File: config.mk
export PLATFORM = sky130hd
export DESIGN_NAME = sec_min_regen
export DESIGN_NICKNAME = d
export VERILOG_FILES = /design/src/rtl/sec_min_pkg.sv /design/src/rtl/smr_rx_cond.sv /design/src/rtl/smr_gap_timer.sv /design/src/rtl/smr_one_shot.sv /design/src/rtl/sec_min_regen.sv
export SDC_FILE = /design/constraint.sdc
export NUM_CORES = 1
export LEC_CHECK = 0
export ABC_AREA = 1
export BUFFER_PORTS_ARGS = -buffer_cell sky130_fd_sc_hd__buf_2
export CORE_UTILIZATION = 55
export CTS_CLUSTER_SIZE = 10
export DETAILED_ROUTE_END_ITERATION = 6
export PLACE_DENSITY = 0.75
export SYNTH_ARGS = -nofsm -noshare
export SYNTH_HDL_FRONTEND = slang
export SYNTH_HIERARCHICAL = 1
export SYNTH_SLANG_ARGS = --single-unit
File: constraint.sdc
create_clock -name clk -period 1.3 [get_ports clk]
set_input_delay 0 -clock clk [delete_from_list [all_inputs] [get_ports clk]]
set_output_delay 0 -clock clk [all_outputs]
set_load 0.03 [all_outputs]
File: src/rtl/sec_min_pkg.sv
package sec_min_pkg;
  typedef enum logic [1:0] {
    GT_IDLE   = 2'd0,
    GT_ARMED  = 2'd1,
    GT_WINDOW = 2'd2
  } gap_state_e;

  function automatic int max2(input int a, input int b);
    return (a > b) ? a : b;
  endfunction
endpackage

File: src/rtl/smr_rx_cond.sv
module smr_rx_cond #(
  parameter int DEB_N = 3
) (
  input  logic clk,
  input  logic rst,
  input  logic tick_1ms,
  input  logic rx_n,
  output logic mark_rise
);
  localparam int CW = $clog2(DEB_N + 1);

  logic          sync1, sync2;
  logic          level, level_q;
  logic [CW-1:0] agree_cnt;

  always_ff @(posedge clk) begin
    if (rst) begin
      sync1     <= 1'b0;
      sync2     <= 1'b0;
      level     <= 1'b0;
      level_q   <= 1'b0;
      agree_cnt <= '0;
    end else begin
      sync1   <= ~rx_n;
      sync2   <= sync1;
      level_q <= level;
      if (tick_1ms) begin
        if (sync2 != level) begin
          if (agree_cnt == CW'(DEB_N - 1)) begin
            level     <= sync2;
            agree_cnt <= '0;
          end else begin
            agree_cnt <= agree_cnt + 1'b1;
          end
        end else begin
          agree_cnt <= '0;
        end
      end
    end
  end

  assign mark_rise = level & ~level_q;
endmodule

File: src/rtl/smr_gap_timer.sv
module smr_gap_timer
  import sec_min_pkg::*;
#(
  parameter int TIMEOUT_MS = 1100,
  parameter int GAP_MS     = 1100
) (
  input  logic clk,
  input  logic rst,
  input  logic tick_1ms,
  input  logic mark_rise,
  output logic gap_start,
  output logic gap_end
);
  localparam int MAXC = max2(TIMEOUT_MS, GAP_MS);
  localparam int CW   = $clog2(MAXC + 1);

  gap_state_e    state;
  logic [CW-1:0] cnt;

  always_ff @(posedge clk) begin
    if (rst) begin
      state     <= GT_IDLE;
      cnt       <= '0;
      gap_start <= 1'b0;
      gap_end   <= 1'b0;
    end else begin
      gap_start <= 1'b0;
      gap_end   <= 1'b0;
      if (mark_rise) begin
        if (state == GT_WINDOW) gap_end <= 1'b1;
        state <= GT_ARMED;
        cnt   <= '0;
      end else if (tick_1ms) begin
        case (state)
          GT_ARMED: begin
            if (cnt == CW'(TIMEOUT_MS - 1)) begin
              state     <= GT_WINDOW;
              cnt       <= '0;
              gap_start <= 1'b1;
            end else begin
              cnt <= cnt + 1'b1;
            end
          end
          GT_WINDOW: begin
            if (cnt == CW'(GAP_MS - 1)) begin
              state   <= GT_IDLE;
              cnt     <= '0;
              gap_end <= 1'b1;
            end else begin
              cnt <= cnt + 1'b1;
            end
          end
          default: cnt <= '0;
        endcase
      end
    end
  end
endmodule

File: src/rtl/smr_one_shot.sv
module smr_one_shot #(
  parameter int PULSE_MS = 20
) (
  input  logic clk,
  input  logic rst,
  input  logic tick_1ms,
  input  logic trig,
  output logic pulse
);
  localparam int CW = $clog2(PULSE_MS + 1);

  logic [CW-1:0] cnt;

  always_ff @(posedge clk) begin
    if (rst) begin
      pulse <= 1'b0;
      cnt   <= '0;
    end else if (trig) begin
      pulse <= 1'b1;
      cnt   <= '0;
    end else if (pulse && tick_1ms) begin
      if (cnt == CW'(PULSE_MS - 1)) begin
        pulse <= 1'b0;
        cnt   <= '0;
      end else begin
        cnt <= cnt + 1'b1;
      end
    end
  end
endmodule

File: src/rtl/sec_min_regen.sv
module sec_min_regen #(
  parameter int DEB_N      = 3,
  parameter int TIMEOUT_MS = 1100,
  parameter int GAP_MS     = 1100,
  parameter int PULSE_MS   = 20
) (
  input  logic clk,
  input  logic rst,
  input  logic tick_1ms,
  input  logic rx_n,
  output logic sec_pulse,
  output logic min_pulse
);
  localparam int N_SHOTS = 3;   // 0: marker second, 1: synthetic second, 2: minute

  logic               mark_rise;
  logic               gap_start;
  logic               gap_end;
  logic [N_SHOTS-1:0] shot_trig;
  logic [N_SHOTS-1:0] shot_out;

  smr_rx_cond #(.DEB_N(DEB_N)) u_cond (
    .clk       (clk),
    .rst       (rst),
    .tick_1ms  (tick_1ms),
    .rx_n      (rx_n),
    .mark_rise (mark_rise)
  );

  smr_gap_timer #(.TIMEOUT_MS(TIMEOUT_MS), .GAP_MS(GAP_MS)) u_gap (
    .clk       (clk),
    .rst       (rst),
    .tick_1ms  (tick_1ms),
    .mark_rise (mark_rise),
    .gap_start (gap_start),
    .gap_end   (gap_end)
  );

  assign shot_trig = {gap_end, gap_start, mark_rise};

  for (genvar i = 0; i < N_SHOTS; i++) begin : g_shot
    smr_one_shot #(.PULSE_MS(PULSE_MS)) u_shot (
      .clk      (clk),
      .rst      (rst),
      .tick_1ms (tick_1ms),
      .trig     (shot_trig[i]),
      .pulse    (shot_out[i])
    );
  end

  assign sec_pulse = shot_out[0] | shot_out[1];
  assign min_pulse = shot_out[2];
endmodule

== After elaboration in Yosys (flattened, before gate mapping) ==
Cells that the tools add are included.

* Register bits after elaboration: 39
* Input port bits: 4
* Output and inout port bits: 2
* Logic and storage cells: 88

* Add/sub/neg operators: 5
* Equality and inequality tests: 12
* Muxes and demuxes: 26
* Bitwise gates (word level): 6
* Reductions and logical operators: 23

{| class="wikitable"
|+ Operators with widths
! cell !! count
|-
| $mux W11 || 2
|-
| $mux W1 || 16
|-
| $reduce_bool A2 Y1 || 8
|-
| $add A5 B1 Y5 const B || 3
|-
| $eq A5 B5 Y1 const B || 3
|-
| $mux W5 || 3
|-
| $add A11 B1 Y11 const B || 1
|-
| $eq A11 B11 Y1 const B || 1
|-
| $mux W2 || 4
|-
| $reduce_and A4 Y1 || 2
|-
| $reduce_or A2 Y1 || 4
|-
| $reduce_and A2 Y1 || 3
|-
| $eq A2 B2 Y1 const B || 2
|-
| $not A1 Y1 || 4
|-
| $pmux W2 S2 || 1
|-
| $reduce_or A4 Y1 || 1
|-
| $logic_and A1 B1 Y1 || 3
|-
| $ne A3 B1 Y1 const B || 1
|-
| $ne A3 B2 Y1 const B || 1
|-
| $reduce_and A3 Y1 || 1
|-
| $reduce_bool A3 Y1 || 1
|-
| $add A2 B1 Y2 const B || 1
|-
| $eq A2 B1 Y1 const B || 1
|-
| $ne A2 B1 Y1 const B || 1
|-
| 4 further kinds || 4
|}

== Logic depth before layout (Yosys ltp) ==
Gate-level depths: netlist of run 1.

* Depth in word-level cells: 5
* Mapped depth: 8
* Gate-level depth less buffers: 8

== Cells and area by module ==
The synthesis of run 1 kept the hierarchy.

{| class="wikitable"
|+ By module, submodules not included
! module !! times used !! cells each !! area each (µm²) !! sequential area each (µm²)
|-
| smr_one_shot || 3 || 37 || 312.8 || 120.1
|-
| smr_gap_timer || 1 || 132 || 887.1 || 300.3
|-
| smr_rx_cond || 1 || 31 || 232.7 || 120.1
|-
| sec_min_regen || 1 || 3 || 11.3 || 0.0
|}

== Least setup slack after synthesis of run 1 ==
Ideal clock, no wire load.

* Kind: reg2reg
* Start: register u_gap.state[0]
* End: register u_gap.cnt[10]
* Library setup time: 0.070 ns
* Data arrival time: 1.260 ns
* Setup slack: -0.030 ns
* Cell stages (with the launch flop): 9
* Buffers on the path: 1
* Clock period less this slack: 1.330 ns
* Path through: dfxtp_1 inv_1 ha_1 nor2_2 inv_1 nor2_2 buf_6 nand3_2 a21oi_1

* Word-level cells in the longest chain between the ends: 3
* Elaborated cells on any way between the ends: 4
* Those cells by class: eq/ne: 2; mux: 1; reduce/logical: 1

{| class="wikitable"
|+ RTL lines
! what !! RTL line !! source
|-
| start, declared || smr_gap_timer.sv:17 || <nowiki>gap_state_e state;</nowiki>
|-
| start signal, assigned || smr_gap_timer.sv:22 || <nowiki>state <= GT_IDLE;</nowiki>
|-
| start signal, assigned || smr_gap_timer.sv:31 || <nowiki>state <= GT_ARMED;</nowiki>
|-
| start signal, assigned || smr_gap_timer.sv:37 || <nowiki>state <= GT_WINDOW;</nowiki>
|-
| $eq A2 B1 Y1 or $eq A2 B2 Y1 (tied branches) || smr_gap_timer.sv:34 || <nowiki>case (state)</nowiki>
|-
| $reduce_or A2 Y1 (no source line) (*) || -- ||
|-
| $mux W11 (*) || -- ||
|-
| end signal, assigned || smr_gap_timer.sv:41 || <nowiki>cnt <= cnt + 1'b1;</nowiki>
|-
| end signal, assigned || smr_gap_timer.sv:50 || <nowiki>cnt <= cnt + 1'b1;</nowiki>
|-
| end, declared || smr_gap_timer.sv:18 || <nowiki>logic [CW-1:0] cnt;</nowiki>
|}

Mark *: on every way between the ends. The rest lies on a longest branch, timed or not.
A chain may end at the register's enable or synchronous reset.

== Worst setup path in the final report of run 1 ==
Same ends and word-level chain as after synthesis.

==> impl_metrics.yaml, run 1 <==
cells_and_area:
  finalNonFillerCells: 355
  area_growth_pct: 24.6
  diodes: 0
  layout.nets: 318
  drive_above_1_share_pct: 35.9
worst_setup_path:
  path_max_fanout: 5
  r2r-start: "u_gap/state[0]"
  endpoint_kind: "flop"
  crit_required_ns: 1.53
  r2r-end: "u_gap/cnt[10]"
  cp-startpoint: "u_gap/state[0]"
  worst-setup-path-type: "reg2reg"
  reg2reg_slack_ns: 0.03
  arrival_ns: 1.49
  cp-endpoint: "u_gap/cnt[10]"
  r2r_cells: 8
  startpoint_type: "flop"
global_routing:
  grt_overflow_total: 0
  grt_max_degree: 15
  grt_pass1_wl_mm: 7.49
  grt_usage_pct: 23.3
  antenna_found_initial: 0
  grt_pass1_vias: 1829
floorplanning:
  ios: 6
  die_h_um: 63.3
  die_w_um: 63.3
  start_util_pct: 59.7
  die-area_um2: 4010
  coreArea_um2: 3470
  rows: 21
clock_network:
  post_cts_buffers: 0
  clk_pin_slew_ns: 0.07
  cts_num_sinks: 39
  cts_buffer_depth: 2
  clk_latency_ns: 0.29
  cts_tree: "built"
  cts_root_buf: "clkbuf_8"
  cts_inserted_buffers: 5
  cts-htree-levels: 2
power_and_ir_drop:
  switching_share_pct: 21.1
  pwr-share-comb_pct: 7.7
  power.share.clock_pct: 45.3
  power.density_nw_per_um2: 1010
  power_switching_uw: 553
  intPower_uw: 2060
  p_leak_uw: 0.00101
  seqPwrFrac_pct: 46.9
  peakVddDrop_v: 0.000707
drt:
  drt_iter0_markers: 90
  route.detailed.drc: 0
  first_pass_iters: 4
  vias_per_cell: 5.12
  routed_wl_mm: 4.35
  antenna_left: 0
  wl_per_cell_um: 12.3
  dr_total_vias: 1819
synthesis:
  ys_ff_latch: 39
  yosysUniqueCellTypes: 28
  seq_area_frac_synth_pct: 37.7
  syn_avg_cell_area_um2: 7.47
  netlist_area_um2: 2070
  yosysWarnings: 6
  syn_inst: 277
  synth_nets: 287
timing:
  relSlewSlack_pct: 83.4
  finalHoldViolCount: 0
  layout_min_cycle_time_ns: 1.27
  hold_slack_ns: 0.0238
  rsz0062_at_grt: "yes"
  fmax_ghz: 0.788
  post-route-period-util_pct: 97.6
  clock_skew_ns: 0.00550
  worst_slew_pin_slew_ns: 0.249
  setup_viol: 0
  drv_slew: 0
placed_design:
  dpl.hpwl_mm: 3.01
  gp_congestion: 0.830
  placed_cells: 346
  io_buffer_count: 5
run_status:
  status: "finished clean"
worst_hold_path:
  worstHoldStart: "tick_1ms"
  hp-class: "in2reg"
flow_run:
  max_cap_violations: 0
## cells in the mapped netlist, drive strengths merged
cell / n / area [um2]
nor3: 2 / 10.0
buf: 2 / 18.8
clkbuf: 1 / 3.75
nand3: 22 / 175
nand2: 67 / 269
dfxtp: 39 / 781
nand3b: 4 / 67.6
or2: 2 / 12.5
o21ai: 12 / 63.8
xor2: 7 / 61.3
a21oi: 21 / 124
inv: 31 / 116
o21bai: 4 / 41.3
ha: 6 / 75.1
nor3b: 3 / 22.5
nand4: 1 / 6.26
nor2: 53 / 221
## logic make-up after synthesis
group                    count (synthesis)  synth area share [%]
XOR/XNOR                                 7                  2.96
adder cells (fa/ha/maj)                  6                  3.63
AO/OA/AOI/OAI                           37                  11.1
buffers and inverters                   34                  6.71
AND/OR/NAND/NOR                        154                  37.9
flip-flops                              39                  37.7
## sequential cells by signal (all words and copies together) (netlist names)
register / flops
g_shot.u_shot/cnt: 15
u_gap/cnt: 11
g_shot.u_shot/pulse: 3
u_cond/agree_cnt: 2
u_gap/state: 2
u_cond/level: 1
u_cond/level_q: 1
u_cond/sync1: 1
u_cond/sync2: 1
u_gap/gap_end: 1
u_gap/gap_start: 1
## area by class of cell
| class | count | area (um2) |
|---|---|---|
| multi-input cells | 204 | 1280 |
| clock inverters | 2 | 60.1 |
| fillers | 279 | 890 |
| clock buffers | 6 | 72.6 |
| inverters | 31 | 116 |
| flip-flops and latches | 39 | 788 |
| repair buffers | 27 | 204 |
| well taps | 46 | 57.6 |
## what timing repair did
action,4_1_cts,5_1_grt
endpoints found under the hold margin,1,0
pin swaps,3,7
resized for setup,14,28
endpoints found under the setup margin,12,13
hold buffers,1,0
## routing by layer
metal | part of all wire (%) | vias to the layer above | track usage, %
li1 | - | 943 | -
met1 | 44 | 853 | 26.0
met2 | 53 | 13 | 42.3
met3 | 1.9 | 10 | 5.62
met4 | 1.6 | 0 | 8.81
met5 | 0 | - | 0
## cell usage in the layout (no fill, tap or decap), drive strengths merged
master,netlist,layout
a21oi,21,21
buf,2,26
bufinv,0,2
clkbuf,1,6
dfxtp,39,39
dlygate4sd3,0,1
ha,6,6
inv,31,31
nand2,67,67
nand3,22,22
nand3b,4,4
nand4,1,1
nor2,53,53
nor3,2,2
nor3b,3,3
o21ai,12,12
o21bai,4,4
or2,2,2
xor2,7,7
## through the flow
| step | power [uW] | worst slack, ns | cell area [um2] | setup TNS, ns | utilization, % |
|---|---|---|---|---|---|
| 2_1_floorplan | 1350 | 0.0155 | 2070 | 0 | - |
| 4_1_cts | 2620 | 0.000579 | 2480 | 0 | 71.6 |
| 3_5_place_dp | 1420 | -0.0950 | 2290 | -0.641 | 65.9 |
| 6_report | 2620 | 0.0312 | 2580 | 0 | 74.4 |
| 3_3_place_gp | 1420 | -0.0834 | 2290 | -0.574 | 65.9 |
| 5_1_grt | 2720 | -0.0320 | 2580 | -0.142 | 74.4 |
## power by group through the flow
stage / clock network (uW) / logic, uW / registers [uW]
final: 1190 / 202 / 1230
after global routing: 1260 / 221 / 1230
after CTS: 1200 / 189 / 1220
after detailed placement: 0 / 168 / 1250
after global placement: 0 / 165 / 1250
after floorplan: 0 / 96.4 / 1250
## how the worst min path moves through the flow
stage | depth (start not counted) | to | slack [ns]
CTS | 2 | u_cond/agree_cnt[1] | 0.02
finish | 2 | u_cond/agree_cnt[1] | 0.02
global route | 2 | u_cond/agree_cnt[1] | 0.03
detailed placement | 2 | u_cond/sync1 | 0.17
global placement | 2 | u_cond/sync1 | 0.16
floorplan | 1 | u_cond/agree_cnt[0] | 0.06
## critical path, stage by stage (launching register included)
cell and delay [ns]:
dfxtp_2 0.34, inv_2 0.04, ha_4 0.21, nor2_4 0.08, inv_2 0.05, nor2_4 0.16, buf_6 0.15, nand3_2 0.06
a21oi_2 0.11
Note: power is estimated with default switching activity, not from simulation.
==> run 2: changes to the inputs <==
--- a/config.mk
+++ b/config.mk
@@ -5,7 +5,6 @@
 export SDC_FILE = /design/constraint.sdc
 export NUM_CORES = 1
 export LEC_CHECK = 0
-export ABC_AREA = 1
 export BUFFER_PORTS_ARGS = -buffer_cell sky130_fd_sc_hd__buf_2
 export CORE_UTILIZATION = 55
 export CTS_CLUSTER_SIZE = 10
==> constraint.sdc (replaced) <==
create_clock -name clk -period 1.3 [get_ports clk]
set_input_delay 0.065 -clock clk [delete_from_list [all_inputs] [get_ports clk]]
set_output_delay 0.065 -clock clk [all_outputs]
set_load 0.03 [all_outputs]
==> run 2 against run 1 <==
The flow now finishes with violations (negative setup slack); critical path depth down 2; non-clock buffer count up 10; first-iteration DRC count is 13% lower; synthesized area fell by 7.1%; clock-buffer cell count increased by 1; global-route usage is 0.84 points higher; critical path type unchanged; largest power group unchanged.
==> impl_metrics.yaml, run 2 <==
run_status:
  status: "complete, but fails checks"
  violations: "negative setup slack"
global_routing:
  grt_pass1_vias: 1609
  grt_overflow_total: 0
  grt_max_degree: 22
  grt_pass1_wl_mm: 6.63
  grt_usage_pct: 24.2
  antenna_found_initial: 0
floorplanning:
  start_util_pct: 57.6
  die-area_um2: 3740
  ios: 6
  coreArea_um2: 3340
  die_w_um: 61.1
  rows: 21
  die_h_um: 61.1
synthesis:
  syn_avg_cell_area_um2: 8.99
  syn_inst: 214
  yosysWarnings: 6
  synthAdderAreaFrac_pct: 3.90
  synth_nets: 224
  netlist_area_um2: 1920
  ys_ff_latch: 39
  synth_most_common_cell: "dfxtp_1"
  synth_top_family_by_area: "simple AND/OR/NAND/NOR gates"
  async_reset_ff_share_pct: 0
  yosys.area.top_type_share_pct: 40.6
  synth-xor-area-share_pct: 3.19
  synth-compound-area-share_pct: 16.1
  synthMuxAreaShare_pct: 2.67
  seq_area_frac_synth_pct: 40.6
  synth-simple-area-share_pct: 30.6
  synth_common_cells: "dfxtp_1 (39), nor2_1 (20), nand2_1 (19)"
  post_synth_main_area_contributors: "dfxtp_1 (41%), ha_1 (3.9%), nor2_1 (3.9%)"
  yosysUniqueCellTypes: 45
  synth_ff_type: "dfxtp_1"
  synth_edf_count: 0
  synth_top_area_cell: "dfxtp_1"
worst_setup_path:
  crit_slowest_cell: "dfxtp_4"
  crit_required_ns: 1.54
  startpoint_type: "flop"
  arrival_ns: 1.70
  path_buf_inv: 1
  worst-setup-path-type: "reg2reg"
  endpoint_kind: "flop"
  path_max_fanout: 4
  critical_path.top_delay_family: "flip-flops"
  crit_chain: "ha_4 > nor4b_4 > buf_6 > nand4_1 > o21ai_2 > a21oi_2"
  max_stage_delay_ns: 0.38
cells_and_area:
  largest_reg_flops: 15
  fill_cells: 271
  area_growth_pct: 28.7
  drive_above_1_share_pct: 33.6
  layout_common_cells: "dfxtp_1 (27), buf_4 (26), nor2_1 (20)"
  diodes: 0
  top_register: "g_shot.u_shot/cnt"
  layout.nets: 265
  reg_top3: "g_shot.u_shot/cnt x15, u_gap/cnt x11, g_shot.u_shot/pulse x3"
  final_area_um2: 2470
  mostFrequentLayoutCell: "dfxtp_1"
power_and_ir_drop:
  power.density_nw_per_um2: 802
  peakVddDrop_v: 0.000601
  p_leak_uw: 0.000896
placed_design:
  io_buffer_count: 5
  dpl.hpwl_mm: 3.02
  placement.cell_area_um2: 2240
  gp_congestion: 0.833
timing:
  setup_ws_ns: -0.163
  relSlewSlack_pct: 73.3
  fmax_ghz: 0.684
  setup_viol: 13
  rsz0062_at_grt: "yes"
  post-route-period-util_pct: 113
  layout_min_cycle_time_ns: 1.46
  finalHoldViolCount: 0
  clock_skew_ns: 0.00468
  hold_slack_ns: 0.0773
  drv_slew: 0
  worst_slew_pin_slew_ns: 0.400
clock_network:
  clk_pin_slew_ns: 0.11
  clk_latency_ns: 0.35
  cts-htree-levels: 2
  cts_inserted_buffers: 5
  cts_num_sinks: 39
  cts_tree: "built"
  cts_root_buf: "clkbuf_4"
  cts_buffer_depth: 2
worst_hold_path:
  hp-class: "in2reg"
drt:
  first_pass_iters: 4
  drt_iter0_markers: 78
  vias_per_cell: 5.71
  antenna_left: 0
  dr_total_vias: 1724
  routed_wl_mm: 4.21
  route.detailed.drc: 0
  wl_per_cell_um: 13.9
flow_run:
  max_cap_violations: 0
[run 2: cell types whose count changed after synthesis, moves of 8 or more]
| cell | previous run | this run |
|---|---|---|
| a21oi_1 | 16 | 8 |
| a31oi_1 | 0 | 10 |
| inv_1 | 24 | 7 |
| nand2_1 | 60 | 19 |
| nand3_2 | 13 | 3 |
| nor2_1 | 44 | 20 |
| nor2_2 | 9 | 0 |
| nor2b_1 | 0 | 8 |
| nor3_1 | 2 | 12 |
[run 2: metal layers]
metal  vias to the layer above  share of wire [%]  global-route usage [%]
li1                        870                  -                       -
met1                       837                 43                    26.0
met2                        10                 54                    45.7
met3                         7                2.1                    6.30
met4                         0                1.4                    7.79
met5                         -                  0                       0
[run 2: cell type report]
class | count | area, um2 | area share (%)
Tap cell | 46 | 57.6 | 2.33
Clock inverter | 1 | 7.51 | 0.303
Inverter | 7 | 26.3 | 1.06
Sequential cell | 39 | 801 | 32.4
Timing Repair Buffer | 37 | 287 | 11.6
Multi-Input combinational cell | 165 | 1230 | 49.7
Clock buffer | 7 | 65.1 | 2.63
[run 2: cell families (layout without fill, tap and decap cells)]
group / after synthesis / in the layout
xor+xnor: 7 / 7
mux: 5 / 5
fa+ha+maj: 6 / 6
simple gates: 102 / 102
buf+inv: 11 / 52
flops: 39 / 39
compound gates: 44 / 45
[run 2: repair_timing]
action	CTS	global route
pin swaps	13	11
endpoints found under the hold margin	1	0
gates resized for setup	16	15
endpoints found under the setup margin	23	23
hold buffers	1	0
cloned	1	0
buffers inserted	2	0
[run 2: worst paths after layout]
kind                     to    startpoint  slack (ns)  cells past startpoint
max          u_gap/state[0]  u_gap/cnt[1]       -0.16                      6
min            u_cond/sync1           rst        0.08                      2
max reg2reg  u_gap/state[0]  u_gap/cnt[1]       -0.16                      6
min reg2reg    u_cond/sync2  u_cond/sync1        0.44                      1
[run 2: power breakdown]
part	internal [uW]	switching [uW]	total (uW)
sequential	1190	1.66	1200
clock	316	402	718
combinational	24.9	47.9	72.8
total	1530	452	1990
[run 2: metrics by stage]
step	setup slack [ns]	setup TNS [ns]	total power [uW]	utilization (%)	std cells
2_1_floorplan	-0.0822	-0.628	1250	-	214
5_1_grt	-0.224	-2.32	2060	74.2	302
3_3_place_gp	-0.155	-1.29	1280	67.0	290
4_1_cts	-0.130	-0.977	2010	72.3	302
3_5_place_dp	-0.230	-2.31	1290	67.0	290
6_report	-0.163	-1.20	1990	74.2	302
